--- config.mk ---
export PLATFORM = sky130hd
export DESIGN_NAME = capture_engine
export DESIGN_NICKNAME = d
export VERILOG_FILES = /design/src/rtl/cpe_pkg.sv /design/src/rtl/cpe_loop.sv /design/src/rtl/cpe_capture.sv /design/src/rtl/cpe_ctrl.sv /design/src/rtl/capture_engine.sv
export SDC_FILE = /design/constraint.sdc
export NUM_CORES = 1
export LEC_CHECK = 0
export ABC_CLOCK_PERIOD_IN_PS = 13200
export BUFFER_PORTS_ARGS = -buffer_cell sky130_fd_sc_hd__buf_4
export CELL_PAD_IN_SITES_DETAIL_PLACEMENT = 1
export CELL_PAD_IN_SITES_GLOBAL_PLACEMENT = 1
export CORE_MARGIN = 2
export CORE_UTILIZATION = 35
export DETAILED_ROUTE_END_ITERATION = 6
export PLACE_DENSITY = 0.77
export SLEW_MARGIN = 10
export SYNTH_ARGS = -nofsm -noshare
export SYNTH_HDL_FRONTEND = slang
export SYNTH_SLANG_ARGS = --single-unit
--- constraint.sdc ---
create_clock -name clk -period 13.2 [get_ports clk]
set_input_delay 1.32 -clock clk [delete_from_list [all_inputs] [get_ports clk]]
set_output_delay 1.32 -clock clk [all_outputs]
set_load 0.02 [all_outputs]
--- src/rtl/cpe_pkg.sv ---
package cpe_pkg;

  localparam int WORD_W = 32;

  typedef enum logic [2:0] {
    S_IDLE, S_FETCH, S_HDR, S_ARG, S_RD, S_WR, S_MRD, S_MWR
  } cpe_state_t;

  typedef enum logic [1:0] {
    K_REG  = 2'b00,
    K_LOOP = 2'b01,
    K_RMW  = 2'b10,
    K_LINK = 2'b11
  } cpe_kind_t;

  // base field (header bits [27:4]) plus word offset plus run index, in bytes
  function automatic logic [WORD_W-1:0] cpe_target(input logic [23:0] base,
                                                   input logic [7:0]  off,
                                                   input logic [6:0]  idx);
    return {4'h0, base, 4'h0} + {22'h0, off, 2'b00} + {23'h0, idx, 2'b00};
  endfunction

endpackage

--- src/rtl/cpe_loop.sv ---
module cpe_loop #(
  parameter int CNT_W = 8
) (
  input  logic             clk,
  input  logic             rst_n,
  input  logic             clr,
  input  logic             hit,
  input  logic [CNT_W-1:0] cnt,
  output logic             back
);

  logic             act_q, act_d;
  logic [CNT_W-1:0] left_q, left_d;

  always_comb begin
    act_d  = act_q;
    left_d = left_q;
    back   = 1'b0;
    if (clr) begin
      act_d  = 1'b0;
      left_d = '0;
    end else if (hit) begin
      if (act_q) begin
        if (left_q != '0) begin
          back   = 1'b1;
          left_d = left_q - CNT_W'(1);
        end else begin
          act_d = 1'b0;
        end
      end else if (cnt > CNT_W'(1)) begin
        back   = 1'b1;
        act_d  = 1'b1;
        left_d = cnt - CNT_W'(2);
      end
    end
  end

  always_ff @(posedge clk or negedge rst_n) begin
    if (!rst_n) begin
      act_q  <= 1'b0;
      left_q <= '0;
    end else begin
      act_q  <= act_d;
      left_q <= left_d;
    end
  end

endmodule

--- src/rtl/cpe_capture.sv ---
module cpe_capture #(
  parameter int AW = 5,
  parameter int DW = 32
) (
  input  logic          clk,
  input  logic          rst_n,
  input  logic          clr,
  input  logic          push,
  input  logic [DW-1:0] din,
  output logic          full,
  output logic          cap_we,
  output logic [AW-1:0] cap_addr,
  output logic [DW-1:0] cap_wdata
);

  logic [AW:0] ptr_q, ptr_d;

  assign full = ptr_q[AW];

  always_comb begin
    ptr_d = ptr_q;
    if (clr)       ptr_d = '0;
    else if (push) ptr_d = ptr_q + (AW+1)'(1);
  end

  always_ff @(posedge clk or negedge rst_n) begin
    if (!rst_n) begin
      ptr_q     <= '0;
      cap_we    <= 1'b0;
      cap_addr  <= '0;
      cap_wdata <= '0;
    end else begin
      ptr_q  <= ptr_d;
      cap_we <= push && !clr;
      if (push) begin
        cap_addr  <= ptr_q[AW-1:0];
        cap_wdata <= din;
      end
    end
  end

endmodule

--- src/rtl/cpe_ctrl.sv ---
module cpe_ctrl
  import cpe_pkg::*;
#(
  parameter int DESC_AW = 5,
  parameter int CNT_W   = 8
) (
  input  logic               clk,
  input  logic               rst_n,
  input  logic               en,
  input  logic               sw_trig,
  input  logic               crash_trig,
  output logic [DESC_AW-1:0] desc_addr,
  input  logic [WORD_W-1:0]  desc_rdata,
  output logic               bus_req,
  output logic               bus_we,
  output logic               bus_alt,
  output logic [WORD_W-1:0]  bus_addr,
  output logic [WORD_W-1:0]  bus_wdata,
  input  logic               bus_ack,
  input  logic [WORD_W-1:0]  bus_rdata,
  output logic [1:0]         status,
  output logic               loop_hit,
  output logic [CNT_W-1:0]   loop_cnt,
  input  logic               loop_back,
  output logic               run_clr,
  output logic               cap_push,
  output logic [WORD_W-1:0]  cap_data,
  input  logic               cap_full
);

  localparam logic [DESC_AW-1:0] PC_TOP = '1;

  cpe_state_t         state_q, state_d;
  logic [DESC_AW-1:0] pc_q, pc_d;
  logic [27:0]        hdr_q, hdr_d;      // header bits [31:4]
  logic [7:0]         off_q, off_d;
  logic [6:0]         len_q, len_d;
  logic [WORD_W-1:0]  a1_q, a1_d, a2_q, a2_d, old_q, old_d;
  logic [1:0]         argi_q, argi_d, need_q, need_d;
  logic [6:0]         ridx_q, ridx_d;
  logic               args_q, args_d, last_q, last_d, ovf_q, ovf_d, crash_q;

  cpe_kind_t   kind;
  logic        start, at_top, run_end;
  logic [7:0]  run_n;

  assign kind      = cpe_kind_t'(desc_rdata[31:30]);
  assign start     = en && (sw_trig || (crash_trig && !crash_q));
  assign at_top    = (pc_q == PC_TOP);
  assign run_n     = (len_q == 7'd0) ? 8'd1 : {1'b0, len_q};
  assign run_end   = ({1'b0, ridx_q} + 8'd1) >= run_n;
  assign desc_addr = pc_q;
  assign bus_addr  = cpe_target(hdr_q[23:0], off_q, ridx_q);
  assign bus_alt   = hdr_q[25];
  assign bus_we    = (state_q == S_WR) || (state_q == S_MWR);
  assign bus_wdata = (state_q == S_WR) ? a1_q : ((old_q & ~a1_q) | (a2_q & a1_q));
  assign status    = {ovf_q, state_q != S_IDLE};
  assign cap_data  = bus_rdata;
  assign loop_cnt  = desc_rdata[CNT_W-1:0];

  always_comb begin
    state_d  = state_q;
    pc_d     = pc_q;
    hdr_d    = hdr_q;
    off_d    = off_q;
    len_d    = len_q;
    a1_d     = a1_q;
    a2_d     = a2_q;
    old_d    = old_q;
    argi_d   = argi_q;
    need_d   = need_q;
    ridx_d   = ridx_q;
    args_d   = args_q;
    last_d   = last_q;
    ovf_d    = ovf_q;
    bus_req  = 1'b0;
    loop_hit = 1'b0;
    run_clr  = 1'b0;
    cap_push = 1'b0;
    unique case (state_q)
      S_IDLE: begin
        if (start) begin
          state_d = S_FETCH;
          pc_d    = '0;
          ovf_d   = 1'b0;
          args_d  = 1'b0;
          last_d  = 1'b0;
          run_clr = 1'b1;
        end
      end
      S_FETCH: state_d = args_q ? S_ARG : S_HDR;
      S_HDR: begin
        if (desc_rdata == '0 || kind == K_LINK) begin
          state_d = S_IDLE;
        end else if (kind == K_LOOP) begin
          loop_hit = 1'b1;
          if (loop_back) begin
            pc_d    = pc_q - DESC_AW'(desc_rdata[23:16]);
            state_d = S_FETCH;
          end else if (at_top) begin
            state_d = S_IDLE;
          end else begin
            pc_d    = pc_q + DESC_AW'(1);
            state_d = S_FETCH;
          end
        end else begin
          hdr_d  = desc_rdata[31:4];
          argi_d = 2'd0;
          need_d = (kind == K_RMW) ? 2'd3 : (desc_rdata[28] ? 2'd2 : 2'd1);
          if (at_top) begin
            state_d = S_IDLE;
          end else begin
            pc_d    = pc_q + DESC_AW'(1);
            args_d  = 1'b1;
            state_d = S_FETCH;
          end
        end
      end
      S_ARG: begin
        unique case (argi_q)
          2'd0: begin
            off_d = desc_rdata[9:2];
            len_d = desc_rdata[22:16];
          end
          2'd1:    a1_d = desc_rdata;
          default: a2_d = desc_rdata;
        endcase
        argi_d = argi_q + 2'd1;
        if (argi_d == need_q) begin
          args_d = 1'b0;
          ridx_d = '0;
          last_d = at_top;
          if (!at_top) pc_d = pc_q + DESC_AW'(1);
          if (hdr_q[27:26] == K_RMW) state_d = S_MRD;
          else if (hdr_q[24])        state_d = S_WR;
          else                       state_d = S_RD;
        end else if (at_top) begin
          state_d = S_IDLE;
        end else begin
          pc_d    = pc_q + DESC_AW'(1);
          state_d = S_FETCH;
        end
      end
      S_RD: begin
        if (cap_full) begin
          ovf_d   = 1'b1;
          state_d = S_IDLE;
        end else begin
          bus_req = 1'b1;
          if (bus_ack) begin
            cap_push = 1'b1;
            if (run_end) state_d = last_q ? S_IDLE : S_FETCH;
            else         ridx_d  = ridx_q + 7'd1;
          end
        end
      end
      S_WR: begin
        bus_req = 1'b1;
        if (bus_ack) state_d = last_q ? S_IDLE : S_FETCH;
      end
      S_MRD: begin
        if (cap_full) begin
          ovf_d   = 1'b1;
          state_d = S_IDLE;
        end else begin
          bus_req = 1'b1;
          if (bus_ack) begin
            cap_push = 1'b1;
            old_d    = bus_rdata;
            state_d  = S_MWR;
          end
        end
      end
      S_MWR: begin
        bus_req = 1'b1;
        if (bus_ack) state_d = last_q ? S_IDLE : S_FETCH;
      end
      default: state_d = S_IDLE;
    endcase
  end

  always_ff @(posedge clk or negedge rst_n) begin
    if (!rst_n) begin
      state_q <= S_IDLE;
      pc_q    <= '0;
      hdr_q   <= '0;
      off_q   <= '0;
      len_q   <= '0;
      a1_q    <= '0;
      a2_q    <= '0;
      old_q   <= '0;
      argi_q  <= '0;
      need_q  <= '0;
      ridx_q  <= '0;
      args_q  <= 1'b0;
      last_q  <= 1'b0;
      ovf_q   <= 1'b0;
      crash_q <= 1'b0;
    end else begin
      state_q <= state_d;
      pc_q    <= pc_d;
      hdr_q   <= hdr_d;
      off_q   <= off_d;
      len_q   <= len_d;
      a1_q    <= a1_d;
      a2_q    <= a2_d;
      old_q   <= old_d;
      argi_q  <= argi_d;
      need_q  <= need_d;
      ridx_q  <= ridx_d;
      args_q  <= args_d;
      last_q  <= last_d;
      ovf_q   <= ovf_d;
      crash_q <= crash_trig;
    end
  end

endmodule

--- src/rtl/capture_engine.sv ---
module capture_engine
  import cpe_pkg::*;
#(
  parameter int DESC_AW = 5,
  parameter int CAP_AW  = 5
) (
  input  logic               clk,
  input  logic               rst_n,
  input  logic               en,
  input  logic               sw_trig,
  input  logic               crash_trig,
  output logic [DESC_AW-1:0] desc_addr,
  input  logic [31:0]        desc_rdata,
  output logic               bus_req,
  output logic               bus_we,
  output logic               bus_alt,
  output logic [31:0]        bus_addr,
  output logic [31:0]        bus_wdata,
  input  logic               bus_ack,
  input  logic [31:0]        bus_rdata,
  output logic               cap_we,
  output logic [CAP_AW-1:0]  cap_addr,
  output logic [31:0]        cap_wdata,
  output logic [1:0]         status
);

  localparam int CNT_W = 8;

  logic [1:0]        rst_sync;
  logic              core_rst_n;
  logic              loop_hit, loop_back, run_clr, cap_push, cap_full;
  logic [CNT_W-1:0]  loop_cnt;
  logic [WORD_W-1:0] cap_data;

  // asynchronous assertion, synchronous release
  always_ff @(posedge clk or negedge rst_n) begin
    if (!rst_n) rst_sync <= 2'b00;
    else        rst_sync <= {rst_sync[0], 1'b1};
  end
  assign core_rst_n = rst_sync[1];

  cpe_ctrl #(.DESC_AW(DESC_AW), .CNT_W(CNT_W)) i_ctrl (
    .clk(clk), .rst_n(core_rst_n), .en(en), .sw_trig(sw_trig), .crash_trig(crash_trig),
    .desc_addr(desc_addr), .desc_rdata(desc_rdata),
    .bus_req(bus_req), .bus_we(bus_we), .bus_alt(bus_alt), .bus_addr(bus_addr),
    .bus_wdata(bus_wdata), .bus_ack(bus_ack), .bus_rdata(bus_rdata),
    .status(status), .loop_hit(loop_hit), .loop_cnt(loop_cnt), .loop_back(loop_back),
    .run_clr(run_clr), .cap_push(cap_push), .cap_data(cap_data), .cap_full(cap_full)
  );

  cpe_loop #(.CNT_W(CNT_W)) i_loop (
    .clk(clk), .rst_n(core_rst_n), .clr(run_clr), .hit(loop_hit), .cnt(loop_cnt),
    .back(loop_back)
  );

  cpe_capture #(.AW(CAP_AW), .DW(WORD_W)) i_cap (
    .clk(clk), .rst_n(core_rst_n), .clr(run_clr), .push(cap_push), .din(cap_data),
    .full(cap_full), .cap_we(cap_we), .cap_addr(cap_addr), .cap_wdata(cap_wdata)
  );

endmodule

==> results.sh <==
export IMPL_path_common_cell="ha_1"
export IMPL_cts_setup_buffers=0
export IMPL_worstSetupPathType="flop to output port"
export IMPL_cp_start_kind="flop"
export IMPL_clkSlewWorstSetupHoldPaths_ns=0.06
export IMPL_crit_family="simple AND/OR/NAND/NOR gates"
export IMPL_critPathBufInv=2
export IMPL_die_y_um=184
export IMPL_routedWlPerCell_um=19.8
export IMPL_rsz0062_at_grt="false"
export IMPL_power_switching_uw=1560
export IMPL_fin_nets=1410
export IMPL_via_count=9054
export IMPL_layout_common_cells="nand2_1, dfrtp_1, buf_4, mux2_2, o21ai_0"
export IMPL_multiInputGateArea_sq_um=5510
export IMPL_cts_buffers=25
export IMPL_fin_tns_setup_ns=0
export IMPL_max_stage_delay_ns=0.60
export IMPL_syn_avg_cell_area_sq_um=9.95
export IMPL_post_synth_inst_count=1134
export IMPL_period_needed_ns=5.45
export IMPL_grt_pass1_vias=9785
export IMPL_route_detailed_drc=0
export IMPL_antenna_found_initial=1
export IMPL_fill_cells=3559
export IMPL_place_area_sq_um=13000
export IMPL_status="complete, no violations"
export IMPL_worst_slew_pin_slew_ns=1.12
export IMPL_ys_seq_elements=217
export IMPL_ioPinCount=182
export IMPL_initial_core_util_pct=35.7
export IMPL_final_area_sq_um=13900
export IMPL_clk_latency_ns=0.52
export IMPL_cts_tree="done"
export IMPL_setup_viol=0
export IMPL_core_sq_um=31600
export IMPL_grt_start_max_net_pins=78
export IMPL_routed_wl_mm=34.2
export IMPL_cts_buffer_depth=3
export IMPL_overflow=0
export IMPL_crit_required_ns=11.88
export IMPL_h_tree_depth=1
export IMPL_power_frac_comb_pct=48.3
export IMPL_power_internal_uw=2180
export IMPL_first_pass_iters=4
export IMPL_slew_viol_final=0
export IMPL_synth_cell_types=79
export IMPL_layout_commonest_cell="nand2_1"
export IMPL_cp_arrival_ns=4.13
export IMPL_p_sw_share_pct=41.7
export IMPL_io_buffers=176
export IMPL_seq_power_share_pct=32.5
export IMPL_synth_edf_count=0
export IMPL_synth_main_ff_cell="dfrtp_1"
export IMPL_synthArstFlopShare_pct=100
export IMPL_synth_warnings=0
export IMPL_fin_crit_sh_pct=41.3
export IMPL_hold_slack_ns=0.359
export IMPL_max_slew_margin_pct=25.3
export IMPL_cap_violations=0
export IMPL_final_hold_violation_count=0
export IMPL_ys_seq_area_share_pct=48.1
export IMPL_crit_slowest_cell="nor4b_1"
export IMPL_crit_chain="ha_1 -> inv_1 -> fa_1 -> nor2b_1 -> nor3_1 -> a2bb2oi_1 -> ha_1 -> o21a_1 -> o2bb2ai_1 -> or2_4 -> nor4b_1 -> nor2_1 -> nand4b_1 -> buf_4"
export IMPL_via_per_inst=5.25
export IMPL_endpoint_kind="output port"
export IMPL_syn_area_sq_um=11300
export IMPL_cts_resized=0
export IMPL_cts_sinks=217
export IMPL_placementRows=65
export IMPL_place_gp_congestion=0.868
export IMPL_clock_skew_ns=0.0165
export IMPL_die_width_um=184
export IMPL_ant_nets=0
export IMPL_track_usage_pct=20.5
export IMPL_grt_pass1_wl_mm=55.1
export IMPL_power_leakage_uw=0.00643
export IMPL_ir_worst_vdd_v=0.000107
export IMPL_areaGrowthSynthToFinish_pct=22.8
export IMPL_hpwl_mm=25.2
export IMPL_crit_fanout=5
export IMPL_ff_latch_area_sq_um=5430
export IMPL_layout_drive_gt1_share_pct=27.9
export IMPL_p_clk_share_pct=19.1
export IMPL_fmax_mhz=184
export IMPL_cts_hold_buf=0
export IMPL_finalPower_uw=3740
export IMPL_die_area_sq_um=33700
export IMPL_power_density_nw_per_um2=270
export IMPL_hold_path_class="flop to flop"
export IMPL_cts_root_buffer_cell="clkbuf_16"
export IMPL_drt_initial_drc_count=467
cell usage after synthesis (21+ instances only):
cell type / count / area, sq um
ha_1: 31 / 388
mux2_2: 120 / 1350
nand3_1: 24 / 120
xnor2_1: 37 / 324
clkbuf_1: 30 / 113
dfrtp_1: 217 / 5430
nor2_1: 55 / 206
o21ai_0: 112 / 561
nand2_1: 218 / 818
a21oi_1: 32 / 160
inv_1: 42 / 158
xor2_1: 21 / 184
layer usage:
layer / global-route usage, % / up-vias / routed length, um
met5: 0 / - / 0
met4: 6.78 / 0 / 1050
met3: 2.67 / 52 / 1140
met2: 35.7 / 161 / 17000
met1: 26.4 / 4573 / 14900
li1: - / 4268 / -
power by group through the flow:
stage	sequential (uW)	combinational (uW)	clock (uW)
finish	1220	1810	715
global route	1260	1980	756
CTS	1210	1830	732
detailed placement	1220	1810	0
global placement	1190	1760	0
floorplan	1200	1130	0
kinds of logic (layout without fill, tap and decap cells):
logic type	Yosys count	after routing	share of synthesized area [%]
mux	124	124	12.3
fa+ha+maj	35	35	4.06
simple gates	398	398	16.2
other cells	2	8	0.0665
xor+xnor	58	58	4.50
buf+inv	89	272	3.22
compound gates	211	211	11.5
flops	217	217	48.1
final cells by class:
class | count | share of cell area (%)
Antenna cell | 2 | 0.0361
Clock buffer | 33 | 4.95
Clock inverter | 9 | 1.09
Inverter | 43 | 1.16
Multi-Input combinational cell | 832 | 39.8
Sequential cell | 217 | 39.2
Tap cell | 402 | 3.63
Timing Repair Buffer | 187 | 10.1
per-stage QoR:
| step | std cells | setup WS (ns) | utilization (%) |
|---|---|---|---|
| 6_report | 1725 | 7.75 | 43.8 |
| 4_1_cts | 1723 | 7.74 | 43.8 |
| 3_3_place_gp | 1681 | 8.45 | 41.1 |
| 2_1_floorplan | 1138 | 6.71 | - |
| 5_1_grt | 1724 | 7.47 | 43.8 |
| 3_5_place_dp | 1681 | 8.29 | 41.1 |
registers in the layout, summed over array words and instances (netlist names), 2 cells and up:
signal / cells
i_ctrl.len_q: 7
rst_sync: 2
i_ctrl.desc_addr: 5
i_ctrl.state_q: 3
i_ctrl.a1_q: 32
i_ctrl.hdr_q: 28
i_ctrl.off_q: 8
i_ctrl.old_q: 32
i_ctrl.need_q: 2
i_ctrl.ridx_q: 7
i_cap.cap_addr: 5
i_ctrl.argi_q: 2
i_cap.ptr_q: 6
i_ctrl.a2_q: 32
i_loop.left_q: 8
i_cap.cap_wdata: 32
worst paths after layout:
| path | slack, ns | cells past startpoint | to | start |
|---|---|---|---|---|
| max in group asynchronous | 10.77 | 2 | i_ctrl.a1_q[31] | rst_sync[1] |
| min | 0.36 | 0 | rst_sync[1] | rst_sync[0] |
| max | 7.75 | 14 | bus_addr[27] | i_ctrl.off_q[2] |
| min reg2reg | 0.36 | 0 | rst_sync[1] | rst_sync[0] |
| max reg2reg | 10.20 | 12 | i_ctrl.ridx_q[1] | i_ctrl.ridx_q[0] |
| min in group asynchronous | 0.37 | 0 | i_cap.cap_wdata[5] | rst_sync[1] |
No activity file was read; power rests on OpenSTA's default activity.
